**config.mk**
```make
export PLATFORM = sky130hd
export DESIGN_NAME = mesi_coh_ctrl
export DESIGN_NICKNAME = d
export VERILOG_FILES = /design/src/rtl/mesi_coh_pkg.sv /design/src/rtl/mesi_snoop_pacer.sv /design/src/rtl/mesi_next_state.sv /design/src/rtl/mesi_state_array.sv /design/src/rtl/mesi_coh_ctrl.sv
export SDC_FILE = /design/constraint.sdc
export NUM_CORES = 1
export LEC_CHECK = 0
export ABC_AREA = 1
export CORE_MARGIN = 4
export CORE_UTILIZATION = 45
export CTS_BUF_LIST = sky130_fd_sc_hd__clkbuf_4 sky130_fd_sc_hd__clkbuf_8
export DETAILED_ROUTE_END_ITERATION = 10
export PLACE_DENSITY = 0.65
export SLEW_MARGIN = 20
export SYNTH_ARGS = -nofsm -noshare
export SYNTH_HDL_FRONTEND = slang
export SYNTH_HIERARCHICAL = 1
export SYNTH_SLANG_ARGS = --single-unit
export TNS_END_PERCENT = 20
```
**constraint.sdc**
```tcl
create_clock -name clk_i -period 3.8 [get_ports clk_i]
set_clock_uncertainty 0.1 [all_clocks]
set_input_delay 0.38 -clock clk_i [delete_from_list [all_inputs] [get_ports clk_i]]
set_output_delay 0.38 -clock clk_i [all_outputs]
set_load 0.05 [all_outputs]
```
**src/rtl/mesi_coh_pkg.sv**
```systemverilog
package mesi_coh_pkg;
  typedef enum logic [1:0] {
    ST_I = 2'b00,
    ST_S = 2'b01,
    ST_E = 2'b10,
    ST_M = 2'b11
  } line_st_e;

  typedef enum logic [1:0] {
    RSP_NULL  = 2'b00,
    RSP_SHR   = 2'b01,
    RSP_MOD   = 2'b10,
    RSP_RETRY = 2'b11
  } rsp_e;

  typedef enum logic [1:0] {
    CPU_RD    = 2'b00,
    CPU_RWITM = 2'b01,
    CPU_WR    = 2'b10,
    CPU_NOP   = 2'b11
  } cpu_op_e;
endpackage

```
**src/rtl/mesi_snoop_pacer.sv**
```systemverilog
module mesi_snoop_pacer #(
  parameter int unsigned IDX_W = 4
) (
  input  logic             clk_i,
  input  logic             rst_ni,
  input  logic             snp_valid_i,
  input  logic             snp_rwitm_i,
  input  logic [IDX_W-1:0] snp_idx_i,
  input  logic             snp_par_i,
  output logic             accept_o,
  output logic             retry_o,
  output logic             perr_o
);
  logic busy_q;
  logic slot_free;
  logic par_bad;

  assign slot_free = snp_valid_i && !busy_q;
  assign par_bad   = ^{snp_rwitm_i, snp_idx_i, snp_par_i};
  assign accept_o  = slot_free && !par_bad;
  assign perr_o    = slot_free && par_bad;
  assign retry_o   = snp_valid_i && busy_q;

  // an errored snoop still occupies its bus slot
  always_ff @(posedge clk_i or negedge rst_ni) begin
    if (!rst_ni) busy_q <= 1'b0;
    else         busy_q <= slot_free;
  end

  a_r6_no_accept_when_busy: assert property (@(posedge clk_i) disable iff (!rst_ni)
    accept_o |=> !accept_o);
endmodule

```
**src/rtl/mesi_next_state.sv**
```systemverilog
module mesi_next_state
  import mesi_coh_pkg::*;
(
  input  logic [1:0] snp_cur_i,
  input  logic       snp_rwitm_i,
  output logic [1:0] snp_nxt_o,
  output logic [1:0] snp_rsp_o,
  output logic       snp_intv_o,
  input  logic [1:0] cpu_cur_i,
  input  logic [1:0] cpu_op_i,
  input  logic       cpu_shared_i,
  output logic [1:0] cpu_nxt_o
);
  line_st_e s_cur, c_cur;
  assign s_cur = line_st_e'(snp_cur_i);
  assign c_cur = line_st_e'(cpu_cur_i);

  always_comb begin
    snp_nxt_o  = snp_cur_i;
    snp_rsp_o  = RSP_NULL;
    snp_intv_o = 1'b0;
    unique case (s_cur)
      ST_I: snp_rsp_o = RSP_NULL;
      ST_S: begin snp_rsp_o = RSP_SHR; snp_intv_o = 1'b1; end
      ST_E: snp_rsp_o = RSP_SHR;
      ST_M: begin snp_rsp_o = RSP_MOD; snp_intv_o = 1'b1; end
      default: ;
    endcase
    if (snp_rwitm_i)              snp_nxt_o = ST_I;
    else if (s_cur inside {ST_M, ST_E}) snp_nxt_o = ST_S;
  end

  always_comb begin
    cpu_nxt_o = cpu_cur_i;
    unique case (cpu_op_e'(cpu_op_i))
      CPU_RD:    if (c_cur == ST_I) cpu_nxt_o = cpu_shared_i ? ST_S : ST_E;
      CPU_RWITM: cpu_nxt_o = ST_M;
      CPU_WR:    if (c_cur != ST_I) cpu_nxt_o = ST_M;
      CPU_NOP:   ;
      default:   ;
    endcase
  end
endmodule

```
**src/rtl/mesi_state_array.sv**
```systemverilog
module mesi_state_array
  import mesi_coh_pkg::*;
#(
  parameter int unsigned LINES = 16,
  parameter int unsigned IDX_W = $clog2(LINES)
) (
  input  logic             clk_i,
  input  logic             rst_ni,
  input  logic             sw_en_i,
  input  logic [IDX_W-1:0] sw_idx_i,
  input  logic [1:0]       sw_st_i,
  input  logic             cw_en_i,
  input  logic [IDX_W-1:0] cw_idx_i,
  input  logic [1:0]       cw_st_i,
  input  logic [IDX_W-1:0] sr_idx_i,
  output logic [1:0]       sr_st_o,
  input  logic [IDX_W-1:0] cr_idx_i,
  output logic [1:0]       cr_st_o,
  input  logic [IDX_W-1:0] qr_idx_i,
  output logic [1:0]       qr_st_o
);
  logic [1:0] st_q [LINES];

  for (genvar g = 0; g < LINES; g++) begin : g_line
    logic hit_s, hit_c;
    assign hit_s = sw_en_i && (sw_idx_i == IDX_W'(g));
    assign hit_c = cw_en_i && (cw_idx_i == IDX_W'(g));
    always_ff @(posedge clk_i or negedge rst_ni) begin
      if (!rst_ni)    st_q[g] <= ST_I;
      else if (hit_s) st_q[g] <= sw_st_i;
      else if (hit_c) st_q[g] <= cw_st_i;
    end
  end

  assign sr_st_o = st_q[sr_idx_i];
  assign cr_st_o = st_q[cr_idx_i];
  assign qr_st_o = st_q[qr_idx_i];

  a_r11_no_dual_write: assert property (@(posedge clk_i) disable iff (!rst_ni)
    !(sw_en_i && cw_en_i && (sw_idx_i == cw_idx_i)));
endmodule

```
**src/rtl/mesi_coh_ctrl.sv**
```systemverilog
module mesi_coh_ctrl
  import mesi_coh_pkg::*;
#(
  parameter int unsigned LINES = 16,
  localparam int unsigned IDX_W = $clog2(LINES)
) (
  input  logic             clk_i,
  input  logic             rst_ni,
  input  logic             cpu_valid_i,
  input  logic [1:0]       cpu_op_i,
  input  logic [IDX_W-1:0] cpu_idx_i,
  input  logic             cpu_shared_i,
  input  logic             snp_valid_i,
  input  logic             snp_rwitm_i,
  input  logic [IDX_W-1:0] snp_idx_i,
  input  logic             snp_par_i,
  input  logic [IDX_W-1:0] qry_idx_i,
  output logic [1:0]       qry_state_o,
  output logic             rsp_valid_o,
  output logic [1:0]       rsp_o,
  output logic             intv_o,
  output logic [1:0]       nxt_state_o,
  output logic             mchk_o
);
  logic       acc, rty, perr;
  logic [1:0] snp_cur, snp_nxt, snp_rsp, cpu_cur, cpu_nxt;
  logic       snp_intv, cpu_we;

  mesi_snoop_pacer #(.IDX_W(IDX_W)) i_pacer (
    .clk_i, .rst_ni, .snp_valid_i, .snp_rwitm_i, .snp_idx_i, .snp_par_i,
    .accept_o(acc), .retry_o(rty), .perr_o(perr)
  );

  mesi_next_state i_next (
    .snp_cur_i(snp_cur), .snp_rwitm_i, .snp_nxt_o(snp_nxt),
    .snp_rsp_o(snp_rsp), .snp_intv_o(snp_intv),
    .cpu_cur_i(cpu_cur), .cpu_op_i, .cpu_shared_i, .cpu_nxt_o(cpu_nxt)
  );

  // snoop owns the line on a same-cycle collision
  assign cpu_we = cpu_valid_i && (cpu_op_i != CPU_NOP) &&
                  !(acc && (snp_idx_i == cpu_idx_i));

  mesi_state_array #(.LINES(LINES), .IDX_W(IDX_W)) i_array (
    .clk_i, .rst_ni,
    .sw_en_i(acc), .sw_idx_i(snp_idx_i), .sw_st_i(snp_nxt),
    .cw_en_i(cpu_we), .cw_idx_i(cpu_idx_i), .cw_st_i(cpu_nxt),
    .sr_idx_i(snp_idx_i), .sr_st_o(snp_cur),
    .cr_idx_i(cpu_idx_i), .cr_st_o(cpu_cur),
    .qr_idx_i(qry_idx_i), .qr_st_o(qry_state_o)
  );

  always_ff @(posedge clk_i or negedge rst_ni) begin
    if (!rst_ni) begin
      rsp_valid_o <= 1'b0;
      rsp_o       <= RSP_NULL;
      intv_o      <= 1'b0;
      nxt_state_o <= ST_I;
      mchk_o      <= 1'b0;
    end else begin
      rsp_valid_o <= snp_valid_i;
      rsp_o       <= acc ? snp_rsp : RSP_RETRY;
      intv_o      <= acc && snp_intv;
      nxt_state_o <= acc ? snp_nxt : snp_cur;
      if (perr) mchk_o <= 1'b1;
    end
  end

  a_r6_no_adjacent_grants: assert property (@(posedge clk_i) disable iff (!rst_ni)
    (rsp_valid_o && rsp_o != RSP_RETRY) |=> !(rsp_valid_o && rsp_o != RSP_RETRY));
  a_r3_intv_with_hit: assert property (@(posedge clk_i) disable iff (!rst_ni)
    intv_o |-> (rsp_valid_o && (rsp_o == RSP_SHR || rsp_o == RSP_MOD)));
  a_r2_mod_intervenes: assert property (@(posedge clk_i) disable iff (!rst_ni)
    (rsp_valid_o && rsp_o == RSP_MOD) |-> intv_o);
  a_r5_rwitm_invalid: assert property (@(posedge clk_i) disable iff (!rst_ni)
    (acc && snp_rwitm_i) |=> (nxt_state_o == ST_I));
  a_r7_mchk_sticky: assert property (@(posedge clk_i) disable iff (!rst_ni)
    mchk_o |=> mchk_o);
endmodule

```
Word-level counts from Yosys, hierarchy flattened --
Cells that the tools add are included. Widths: inputs -> output; s select.
Word-level totals: output and inout port bits 9, bits of input ports 21, register bits 40
Cells by class: mux-type cells 51, reduce and logical (&&, ||, !) cells 68, magnitude comparators 3, bitwise operators 3, equality and inequality tests 37
Operator list (number):
- $mux 2 | 45
- $eq 4x4->1 const B | 16
- $logic_and 1x1->1 | 39
- $reduce_bool 2->1 | 18
- $eq 4x3->1 const B | 8
- $bmux 2 s4 | 3
- $eq 4x2->1 const B | 4
- $ge 5x5->1 const B | 3
- $not 4->5 | 3
- $pmux 2 s3 | 2
- $eq 4x1->1 const B | 2
- $logic_not 4->1 | 2
- $eq 2x2->1 const B | 3
- $logic_not 2->1 | 3
- $reduce_xor 6->1 | 1
- $eq 2x1->1 const B | 2
- $eq 4x4->1 | 1
- $reduce_or 2->1 | 2
- $logic_not 1->1 | 3
- $ne 2x2->1 const B | 1
- $mux 1 | 1

Longest topological paths before layout --
Gate-level depths: netlist of run 1.
depth after elaboration 9, mapped depth 19

Modules after synthesis --
The synthesis of run 1 kept the hierarchy.
By module, submodules not included:
- mesi_state_array | instances 1, area an instance 2930.3 um^2, cells an instance 520, sequential area each 800.8 um^2
- mesi_coh_ctrl | instances 1, area an instance 314.1 um^2, cells an instance 35, sequential area each 175.2 um^2
- mesi_snoop_pacer | instances 1, area an instance 173.9 um^2, cells an instance 34, sequential area each 25.0 um^2
- mesi_next_state | instances 1, area an instance 145.1 um^2, cells an instance 24, sequential area each 0.0 um^2

Worst setup path after synthesis of run 1 --
Ideal clock, no wire load.
kind input-to-reg, start in snp_idx_i[1], end reg i_array/st_q[1] (netlist bit), buffers on the path 1, data arrival time 2230 ps, stages on the path 18, setup slack 1383 ps, setup time 87 ps, cell sequence nand2_1 > inv_1 > nor2_2 > nand2_1 > nand3_1 > nand2_1 > nor2_1 > inv_2 > a21oi_2 > nand3_1 > nor2_1 > nor2_1 > buf_2 > nand3_1 > nor2_1 > nor2_1 > nand2_1 > o211ai_1
Between the ends: elaborated cells between the ends (all ways) 21, classes of those cells eq/ne: 4; mux: 6; bitwise: 1; reduce/logical: 10
RTL lines:
- start: declaration | line mesi_coh_ctrl.sv:15 | input logic [IDX_W-1:0] snp_idx_i,
- $reduce_xor 6->1 | line mesi_snoop_pacer.sv:19 | assign par_bad = ^{snp_rwitm_i, snp_idx_i, snp_par_i};
- $logic_not 1->1 | line mesi_snoop_pacer.sv:20 | assign accept_o = slot_free && !par_bad;
- $logic_and 1x1->1 | line mesi_snoop_pacer.sv:20
- named net acc | line mesi_coh_ctrl.sv:25 | logic acc, rty, perr;
- $logic_and 1x1->1 | line mesi_coh_ctrl.sv:42 | !(acc && (snp_idx_i == cpu_idx_i));
- $logic_not 1->1 | line mesi_coh_ctrl.sv:42
- $logic_and 1x1->1 | line mesi_coh_ctrl.sv:41 | assign cpu_we = cpu_valid_i && (cpu_op_i != CPU_NOP) &&
- named net cpu_we | line mesi_coh_ctrl.sv:27 | logic snp_intv, cpu_we;
- $logic_and 1x1->1 | line mesi_state_array.sv:27 | assign hit_c = cw_en_i && (cw_idx_i == IDX_W'(g));
- $reduce_bool 2->1 (no line)
- end signal: indexed assignment | line mesi_state_array.sv:30 | else if (hit_s) st_q[g] <= sw_st_i;
- end signal: indexed assignment | line mesi_state_array.sv:31 | else if (hit_c) st_q[g] <= cw_st_i;
- end: declaration | line mesi_state_array.sv:22 | logic [1:0] st_q [LINES];
The timed path passes the listed nets, and every way through them passes these cells. The select of a mux whose other input is x is not followed. A chain may end at the register's enable or synchronous reset.

Worst setup path after layout of run 1 --
start in qry_idx_i[1], end out qry_state_o[0]
Between the ends: word-level cells in the longest chain between the ends 4
Ends and longest elaborated chain:
- start: declaration | line mesi_coh_ctrl.sv:17 | input logic [IDX_W-1:0] qry_idx_i,
- $not 4->5 (implied by the code) | line mesi_state_array.sv:37 | assign qr_st_o = st_q[qr_idx_i];
- $bmux 2 s4 | line mesi_state_array.sv:37
- $mux 2 (implied by the code) (2 in a row) | line mesi_state_array.sv:37
- end: declaration | line mesi_coh_ctrl.sv:18 | output logic [1:0] qry_state_o,
Every way passes these cells. The select of a mux whose other input is x is not followed.

==> results of run 1 <==
==> metrics by stage <==
step                power [mW]  area (um^2)  hold WS (ps)  util, %  worst slack [ps]
global placement          1.37         3970           301     51.7               655
finish                    1.77         4090           117     53.3               879
CTS                       1.76         4090           154     53.3               941
floorplan                 1.07         3560         -15.6        -              1380
global route              1.89         4090           181     53.3               751
detailed placement        1.38         3970           304     51.7               660
==> worst max-delay path by stage <==
stage,startpoint,to,depth (start not counted),slack [ps]
2_1_floorplan,snp_idx_i[1],i_array/st_q[1],18,1380
3_3_place_gp,cpu_idx_i[0],i_array/st_q[27],15,650
3_5_place_dp,cpu_idx_i[0],i_array/st_q[3],15,660
4_1_cts,qry_idx_i[0],qry_state_o[0],9,940
5_1_grt,cpu_idx_i[0],i_array/st_q[2],14,750
6_report,qry_idx_i[1],qry_state_o[0],7,880
==> report_power, final <==
group | switching, mW | leakage (nW) | internal (mW)
clock | 0.168 | 0.0614 | 0.215
sequential | 0.0584 | 0.486 | 0.540
combinational | 0.559 | 1.62 | 0.233
total | 0.786 | 2.16 | 0.988
==> final cells by class <==
| cell class | instances | area (um^2) |
|---|---|---|
| well taps | 102 | 128 |
| inverters | 101 | 379 |
| clock inverters | 2 | 38.8 |
| flip-flops and latches | 40 | 1000 |
| fillers | 829 | 3590 |
| multi-input cells | 453 | 2070 |
| clock buffers | 6 | 82.6 |
| repair buffers | 43 | 390 |
==> flip-flops by register name, indices dropped and copies added, names as in the netlist <==
register / count
mchk_o: 1
rsp_valid_o: 1
nxt_state_o: 2
i_pacer/busy_q: 1
rsp_o: 2
i_array/st_q: 32
intv_o: 1
==> cell usage in the layout, fill, tap and decap left out, drive strengths merged <==
cell type and count:
nor2 52, nor4 1, a21oi 4, dfrtp 40
clkinv 2, buf 15, ha 4, xnor2 4
inv 100, nand2 213, o211ai 6, clkbuf 6
nand4 1, nor3 1, bufinv 1, clkdlybuf4s50 28
o21ai 10, o21bai 1, nand3 151, or2 5
==> critical path, cell delays in order <==
cell and delay [ps]:
clkdlybuf4s50_1 590, inv_1 300, nand3_1 130, nand3_1 100, nand3_1 80, nand2_1 60
clkdlybuf4s50_1 790
==> routing by layer <==
metal / track usage [%] / wire (um) / vias to the layer above
met4: 13.3 / 582 / 0
met3: 3.68 / 1010 / 34
li1: - / - / 1977
met1: 36.8 / 5470 / 1885
met2: 42.7 / 5630 / 173
met5: 0 / 0 / -
==> results.sh, run 1 <==
export IMPL_post_cts_buffers=0
export IMPL_io_buffers=29
export IMPL_postCtsResizedCells=0
export IMPL_cp_arrival_ps=2440
export IMPL_initial_utilization_pct=46.3
export IMPL_tritoncts="yes"
export IMPL_final_hold_violation_count=0
export IMPL_outcome="completed"
export IMPL_reg2reg_slack_ps=1380
export IMPL_power_density_nw_per_um2=433
export IMPL_antenna_found_initial=0
export IMPL_n_antenna_cell=0
export IMPL_synthCells=611
export IMPL_required_ps=3320
export IMPL_fp_dieArea_um2=9390
export IMPL_path_class="in -> out"
export IMPL_maxCapViolations=0
export IMPL_start_kind="primary input"
export IMPL_finalMaxSlewViolations=0
export IMPL_worstReg2RegStart="i_array/st_q[12]"
export IMPL_drive_gt1_share_pct=7.13
export IMPL_rows=32
export IMPL_period_share_pct=76.9
export IMPL_cts_buffer_depth=2
export IMPL_setup_violations=0
export IMPL_vdd_drop_max_mv=0.219
export IMPL_dp_hpwl_um=9590
export IMPL_syn_cell_area_um2=3560
export IMPL_drc=0
export IMPL_instances_no_fill=747
export IMPL_first_pass_iters=5
export IMPL_grt_pass1_wl_um=20200
export IMPL_postRouteAntennaNets=0
export IMPL_io_pins=30
export IMPL_tns_ps=0
export IMPL_num_vias=4069
export IMPL_cts_made_buffers=5
export IMPL_grt_setup_unrepaired="no"
export IMPL_grtUsageTotal_pct=27.2
export IMPL_cts_sinks=40
export IMPL_area_delta_synth_final_pct=15.1
export IMPL_die_w_um=96.9
export IMPL_endpoint_kind="primary output"
export IMPL_ys_warnings_count=6
export IMPL_gp_congestion=0.983
export IMPL_dpl_cell_count=739
export IMPL_die_y_um=96.9
export IMPL_layout_nets=669
export IMPL_p_leak_nw=2.16
export IMPL_synth_nets=636
export IMPL_core_um2=7690
export IMPL_clk_latency_ps=310
export IMPL_grt_ovfl_total=0
export IMPL_viasPerCell=5.45
export IMPL_grt_pass1_vias=3876
export IMPL_rr_worst_depth=14
export IMPL_hold_path_class="in -> async"
export IMPL_cts_clk_slew_worst_paths_ps=90
export IMPL_cp_max_fo=9
export IMPL_first_iter_violations=340
export IMPL_rr_endpoint="i_array/st_q[3]"
export IMPL_worst_pin_slew_ps=960
export IMPL_cts_root_buf="clkbuf_8"
export IMPL_hold_buffers=0
export IMPL_grt_max_degree=41
export IMPL_wl_per_cell_um=17.0
export IMPL_htree_levels=2
export IMPL_syn_area_per_cell_um2=5.82
export IMPL_fmax_mhz=342
export IMPL_relSlewSlack_pct=36.0
export IMPL_period_minus_slack_ps=2920
export IMPL_wl_um=12700
Power figures use the tool's default switching activity.
==> run 2, diff against run 1 <==
clock period = 3 ns   (was 3.8 ns; I/O delays follow)
==> run 2 against run 1 <==
- register-to-register slack worse by 590 ps
- critical path depth up 9
- worst hold slack worse by 89 ps
- global-route usage down 3.0 points
- routed wire length down 11%
- combinational power up 20%
- sequential power up 28%
- non-clock buffer count unchanged
- critical path type is now in -> reg
- power up 24%
==> results.sh, run 2 (synthesis gave the netlist of run 1 again) <==
export IMPL_wl_um=11400
export IMPL_maxCapViolations=0
export IMPL_final_common_cell="nand2_1"
export IMPL_outcome="completed"
export IMPL_layout_nets=669
export IMPL_cts_root_buf="clkbuf_8"
export IMPL_reg_top3="i_array/st_q: 32 flops, nxt_state_o: 2 flops, rsp_o: 2 flops"
export IMPL_worst_pin_slew_ps=931
export IMPL_hold_buffers=0
export IMPL_fmax_mhz=374
export IMPL_rows=32
export IMPL_start_kind="primary input"
export IMPL_wl_per_cell_um=15.2
export IMPL_core_um2=7690
export IMPL_io_pins=30
export IMPL_antenna_found_initial=0
export IMPL_grt_pass1_vias=3685
export IMPL_cts_made_buffers=5
export IMPL_hold_path_class="in -> async"
export IMPL_cts_clk_slew_worst_paths_ps=80
export IMPL_first_iter_violations=420
export IMPL_initial_utilization_pct=46.3
export IMPL_grt_ovfl_total=0
export IMPL_die_y_um=96.9
export IMPL_cp_max_fo=22
export IMPL_required_ps=3070
export IMPL_drc=0
export IMPL_finalMaxSlewViolations=0
export IMPL_tns_ps=0
export IMPL_period_share_pct=89.1
export IMPL_path_class="in -> reg"
export IMPL_final_cell_area_um2=4140
export IMPL_final_cell_mix="nand2_1 (212), nand3_1 (148), inv_1 (95)"
export IMPL_rr_worst_depth=11
export IMPL_cts_sinks=40
export IMPL_drive_gt1_share_pct=7.44
export IMPL_final_hold_violation_count=0
export IMPL_fp_dieArea_um2=9390
export IMPL_p_leak_nw=2.19
export IMPL_grt_pass1_wl_um=18500
export IMPL_tritoncts="yes"
export IMPL_postRouteAntennaNets=0
export IMPL_hold_ws_ps=27.9
export IMPL_relSlewSlack_pct=37.9
export IMPL_multiInputGateArea_um2=2070
export IMPL_io_buffers=29
export IMPL_gp_congestion=0.903
export IMPL_setup_violations=0
export IMPL_htree_levels=2
export IMPL_power_density_nw_per_um2=531
export IMPL_dp_hpwl_um=8720
export IMPL_first_pass_iters=5
export IMPL_area_delta_synth_final_pct=16.5
export IMPL_largest_register="i_array/st_q"
export IMPL_cp_arrival_ps=2740
export IMPL_endpoint_kind="flip-flop"
export IMPL_clk_latency_ps=290
export IMPL_viasPerCell=5.36
export IMPL_grt_max_degree=41
export IMPL_vdd_drop_max_mv=0.289
export IMPL_n_antenna_cell=0
export IMPL_die_w_um=96.9
export IMPL_grt_setup_unrepaired="no"
export IMPL_fillers=781
export IMPL_num_vias=4006
export IMPL_largest_register_ffs=32
export IMPL_post_cts_buffers=0
export IMPL_register_area_um2=1000
export IMPL_cts_buffer_depth=2
export IMPL_postCtsResizedCells=0
export IMPL_grtUsageTotal_pct=24.2
export IMPL_placed_area_um2=4020
export IMPL_period_minus_slack_ps=2670
-- run 2: final cells by class --
cell class,count,area share (%)
Multi-Input combinational cell,453,50.1
Sequential cell,40,24.2
Timing Repair Buffer,43,10.5
Inverter,101,9.15
Tap cell,102,3.08
Clock buffer,7,2.32
Clock inverter,1,0.725
-- run 2: per-layer routing --
layer / vias to the layer above / GRT usage [%] / wire (um)
met5: - / 0 / 0
met1: 1839 / 33.2 / 5020
met3: 19 / 4.40 / 891
li1: 1976 / - / -
met4: 0 / 6.48 / 200
met2: 172 / 39.3 / 5240
-- run 2: where the power goes --
part | switching, mW | total [mW] | internal, mW
combinational | 0.643 | 0.950 | 0.307
clock | 0.194 | 0.488 | 0.294
sequential | 0.0794 | 0.764 | 0.684
-- run 2: worst paths after layout --
kind | from | end | slack [ps]
worst max-delay path | snp_idx_i[0] | i_array/st_q[26] | 330
worst min-delay path | rst_ni | i_array/st_q[10] | 30
worst max register to register | i_array/st_q[28] | i_array/st_q[15] | 790
worst min register to register | i_pacer/busy_q | i_pacer/busy_q | 310
max in group asynchronous | rst_ni | i_array/st_q[13] | 2180
min in group clk_i | i_pacer/busy_q | i_pacer/busy_q | 310
-- run 2: per-stage QoR --
stage	setup WS, ps	total power [mW]	cells	utilization [%]
detailed placement	37.1	1.70	739	52.3
global placement	73.6	1.70	739	52.3
CTS	347	2.19	747	53.9
finish	327	2.20	747	53.9
global route	163	2.35	747	53.9
floorplan	663	1.36	611	-
-- run 2: critical path, stage by stage --
cell	delay, ps
clkdlybuf4s50_1	510
buf_12	170
xnor2_1	150
nand2_1	100
nand3_1	70
nand2_1	70
nor2_1	150
inv_2	100
a21oi_2	120
nand3_1	80
nor2_1	110
nor2_1	50
buf_4	170
nand3_1	170
o21ai_2	100
o21ai_0	310
==> run 3, diff against run 2 <==
CAP_MARGIN = 20   (was not set)
HOLD_SLACK_MARGIN = 0.15   (was not set)
SETUP_SLACK_MARGIN = 0.1   (was not set)
==> run 3 against run 2 <==
- first-iteration DRC count fell by 7.4%
- utilization rose by 0.13 points
- setup slack got worse by 15 ps
- critical path depth did not move
- global-route usage did not move
- critical endpoint unchanged
- combinational power barely moved
- routed wire length barely moved
- largest cell class unchanged
- power barely moved
- clock power barely moved
- flip-flop and latch count did not move
==> results.sh, run 3 (synthesis gave the netlist of run 1 again) <==
export IMPL_cp_max_fo=22
export IMPL_grt_pass1_wl_um=18500
export IMPL_power_density_nw_per_um2=530
export IMPL_gp_congestion=0.903
export IMPL_io_buffers=29
export IMPL_first_iter_violations=389
export IMPL_switchingPower_uw=917
export IMPL_dp_hpwl_um=8720
export IMPL_hold_buffers=1
export IMPL_tritoncts="yes"
export IMPL_p_int_mw=1.29
export IMPL_pwr_share_clk_pct=22.1
export IMPL_setup_ws_ps=312
export IMPL_postCtsResizedCells=0
export IMPL_cts_sinks=40
export IMPL_period_minus_slack_ps=2690
export IMPL_largest_register_ffs=32
export IMPL_fillers=783
export IMPL_area_delta_synth_final_pct=16.8
export IMPL_worst_pin_slew_ps=963
export IMPL_viasPerCell=5.38
export IMPL_cts_buffer_depth=2
export IMPL_p_seq_share_pct=34.7
export IMPL_io_pins=30
export IMPL_cts_clk_slew_worst_paths_ps=80
export IMPL_crit_chain="clkdlybuf4s50_1 -> buf_12 -> xnor2_1 -> nand2_1 -> nand3_1 -> nand2_1 -> nor2_1 -> inv_2 -> a21oi_2 -> nand3_1 -> nor2_1 -> nor2_1 -> buf_4 -> nand3_1 -> o21ai_2 -> o21ai_0"
export IMPL_period_share_pct=89.6
export IMPL_fp_dieArea_um2=9390
export IMPL_cp_arrival_ps=2750
export IMPL_postRouteAntennaNets=0
export IMPL_cts_made_buffers=5
export IMPL_grt_setup_unrepaired="no"
export IMPL_n_antenna_cell=0
export IMPL_relSlewSlack_pct=35.8
export IMPL_worstHoldStart="i_pacer/busy_q"
export IMPL_rows=32
export IMPL_num_vias=4024
export IMPL_largest_register="i_array/st_q"
export IMPL_grt_pass1_vias=3690
export IMPL_hold_path_class="reg -> reg"
export IMPL_switching_share_pct=41.6
export IMPL_path_class="in -> reg"
export IMPL_total_power_mw=2.20
export IMPL_drc=0
export IMPL_reg_top3="i_array/st_q: 32 flops, nxt_state_o: 2 flops, rsp_o: 2 flops"
export IMPL_outcome="completed"
export IMPL_grt_max_degree=41
export IMPL_drive_gt1_share_pct=7.43
export IMPL_setup_violations=0
export IMPL_rr_endpoint="i_array/st_q[15]"
export IMPL_reg2reg_slack_ps=770
export IMPL_final_common_cell="nand2_1"
export IMPL_wl_um=11400
export IMPL_antenna_found_initial=0
export IMPL_grt_ovfl_total=0
export IMPL_rr_worst_depth=11
export IMPL_required_ps=3070
export IMPL_whs_path_depth=1
export IMPL_grtUsageTotal_pct=24.2
export IMPL_worstHoldEndpoint="i_pacer/busy_q"
export IMPL_dp_slack_ps=37.1
export IMPL_core_um2=7690
export IMPL_combPwrFrac_pct=43.2
export IMPL_worstReg2RegStart="i_array/st_q[24]"
export IMPL_die_w_um=96.9
export IMPL_final_cell_mix="nand2_1 (212), nand3_1 (148), inv_1 (95)"
export IMPL_final_cell_area_um2=4150
export IMPL_p_leak_nw=2.19
export IMPL_cts_root_buf="clkbuf_8"
export IMPL_layout_nets=670
export IMPL_first_pass_iters=5
export IMPL_crit_slowest_cell="clkdlybuf4s50_1"
export IMPL_final_hold_violation_count=0
export IMPL_slowest_delay_ps=510
export IMPL_post_cts_buffers=0
export IMPL_finalMaxSlewViolations=0
export IMPL_die_y_um=96.9
export IMPL_vdd_drop_max_mv=0.289
export IMPL_initial_utilization_pct=46.3
export IMPL_wl_per_cell_um=15.2
export IMPL_maxCapViolations=0
export IMPL_fmax_mhz=372
export IMPL_endpoint_kind="flip-flop"
export IMPL_placed_area_um2=4020
export IMPL_register_area_um2=1000
export IMPL_start_kind="primary input"
export IMPL_tns_ps=0
export IMPL_clk_latency_ps=290
export IMPL_htree_levels=2
export IMPL_multiInputGateArea_um2=2070
## run 3: per-layer routing
metal	global-route usage, %	routed length [um]	vias up
met2	39.3	5240	180
met4	6.48	196	0
met3	4.40	1100	17
li1	-	-	1977
met1	33.2	4820	1850
met5	0	0	-
## run 3: worst max-delay path by stage
stage | startpoint | to | slack (ps) | depth (start not counted)
after CTS | snp_idx_i[0] | i_array/st_q[26] | 350 | 16
after global routing | snp_idx_i[0] | i_array/st_q[26] | 160 | 16
final | snp_idx_i[0] | i_array/st_q[26] | 310 | 16
after floorplan | snp_idx_i[1] | i_array/st_q[1] | 660 | 18
after detailed placement | snp_idx_i[0] | i_array/st_q[26] | 40 | 16
after global placement | snp_idx_i[0] | i_array/st_q[26] | 70 | 16
## run 3: through the flow
step / util (%) / hold WS (ps) / cells
finish: 54.0 / 313 / 748
global route: 54.0 / 329 / 748
floorplan: - / -95.6 / 611
global placement: 52.3 / 299 / 739
CTS: 54.0 / 317 / 748
detailed placement: 52.3 / 306 / 739
## run 3: final cells by class
cell class	instances	share of cell area (%)
Multi-Input combinational cell	453	49.9
Sequential cell	40	24.1
Timing Repair Buffer	44	10.7
Inverter	101	9.13
Tap cell	102	3.07
Clock buffer	7	2.32
Clock inverter	1	0.723
## run 3: worst max-delay path, delay by kind of cell
| kind | cells | cell delay [ps] |
|---|---|---|
| AO/OA/AOI/OAI | 3 | 540 |
| AND/OR/NAND/NOR | 8 | 810 |
| buffers and inverters | 4 | 950 |
| XOR/XNOR | 1 | 150 |
## run 3: power groups by stage
stage | Sequential (mW) | Combinational (mW) | Clock, mW
floorplan | 0.778 | 0.579 | 0
global placement | 0.770 | 0.927 | 0
detailed placement | 0.772 | 0.929 | 0
CTS | 0.761 | 0.935 | 0.499
global route | 0.781 | 1.05 | 0.523
finish | 0.764 | 0.952 | 0.487
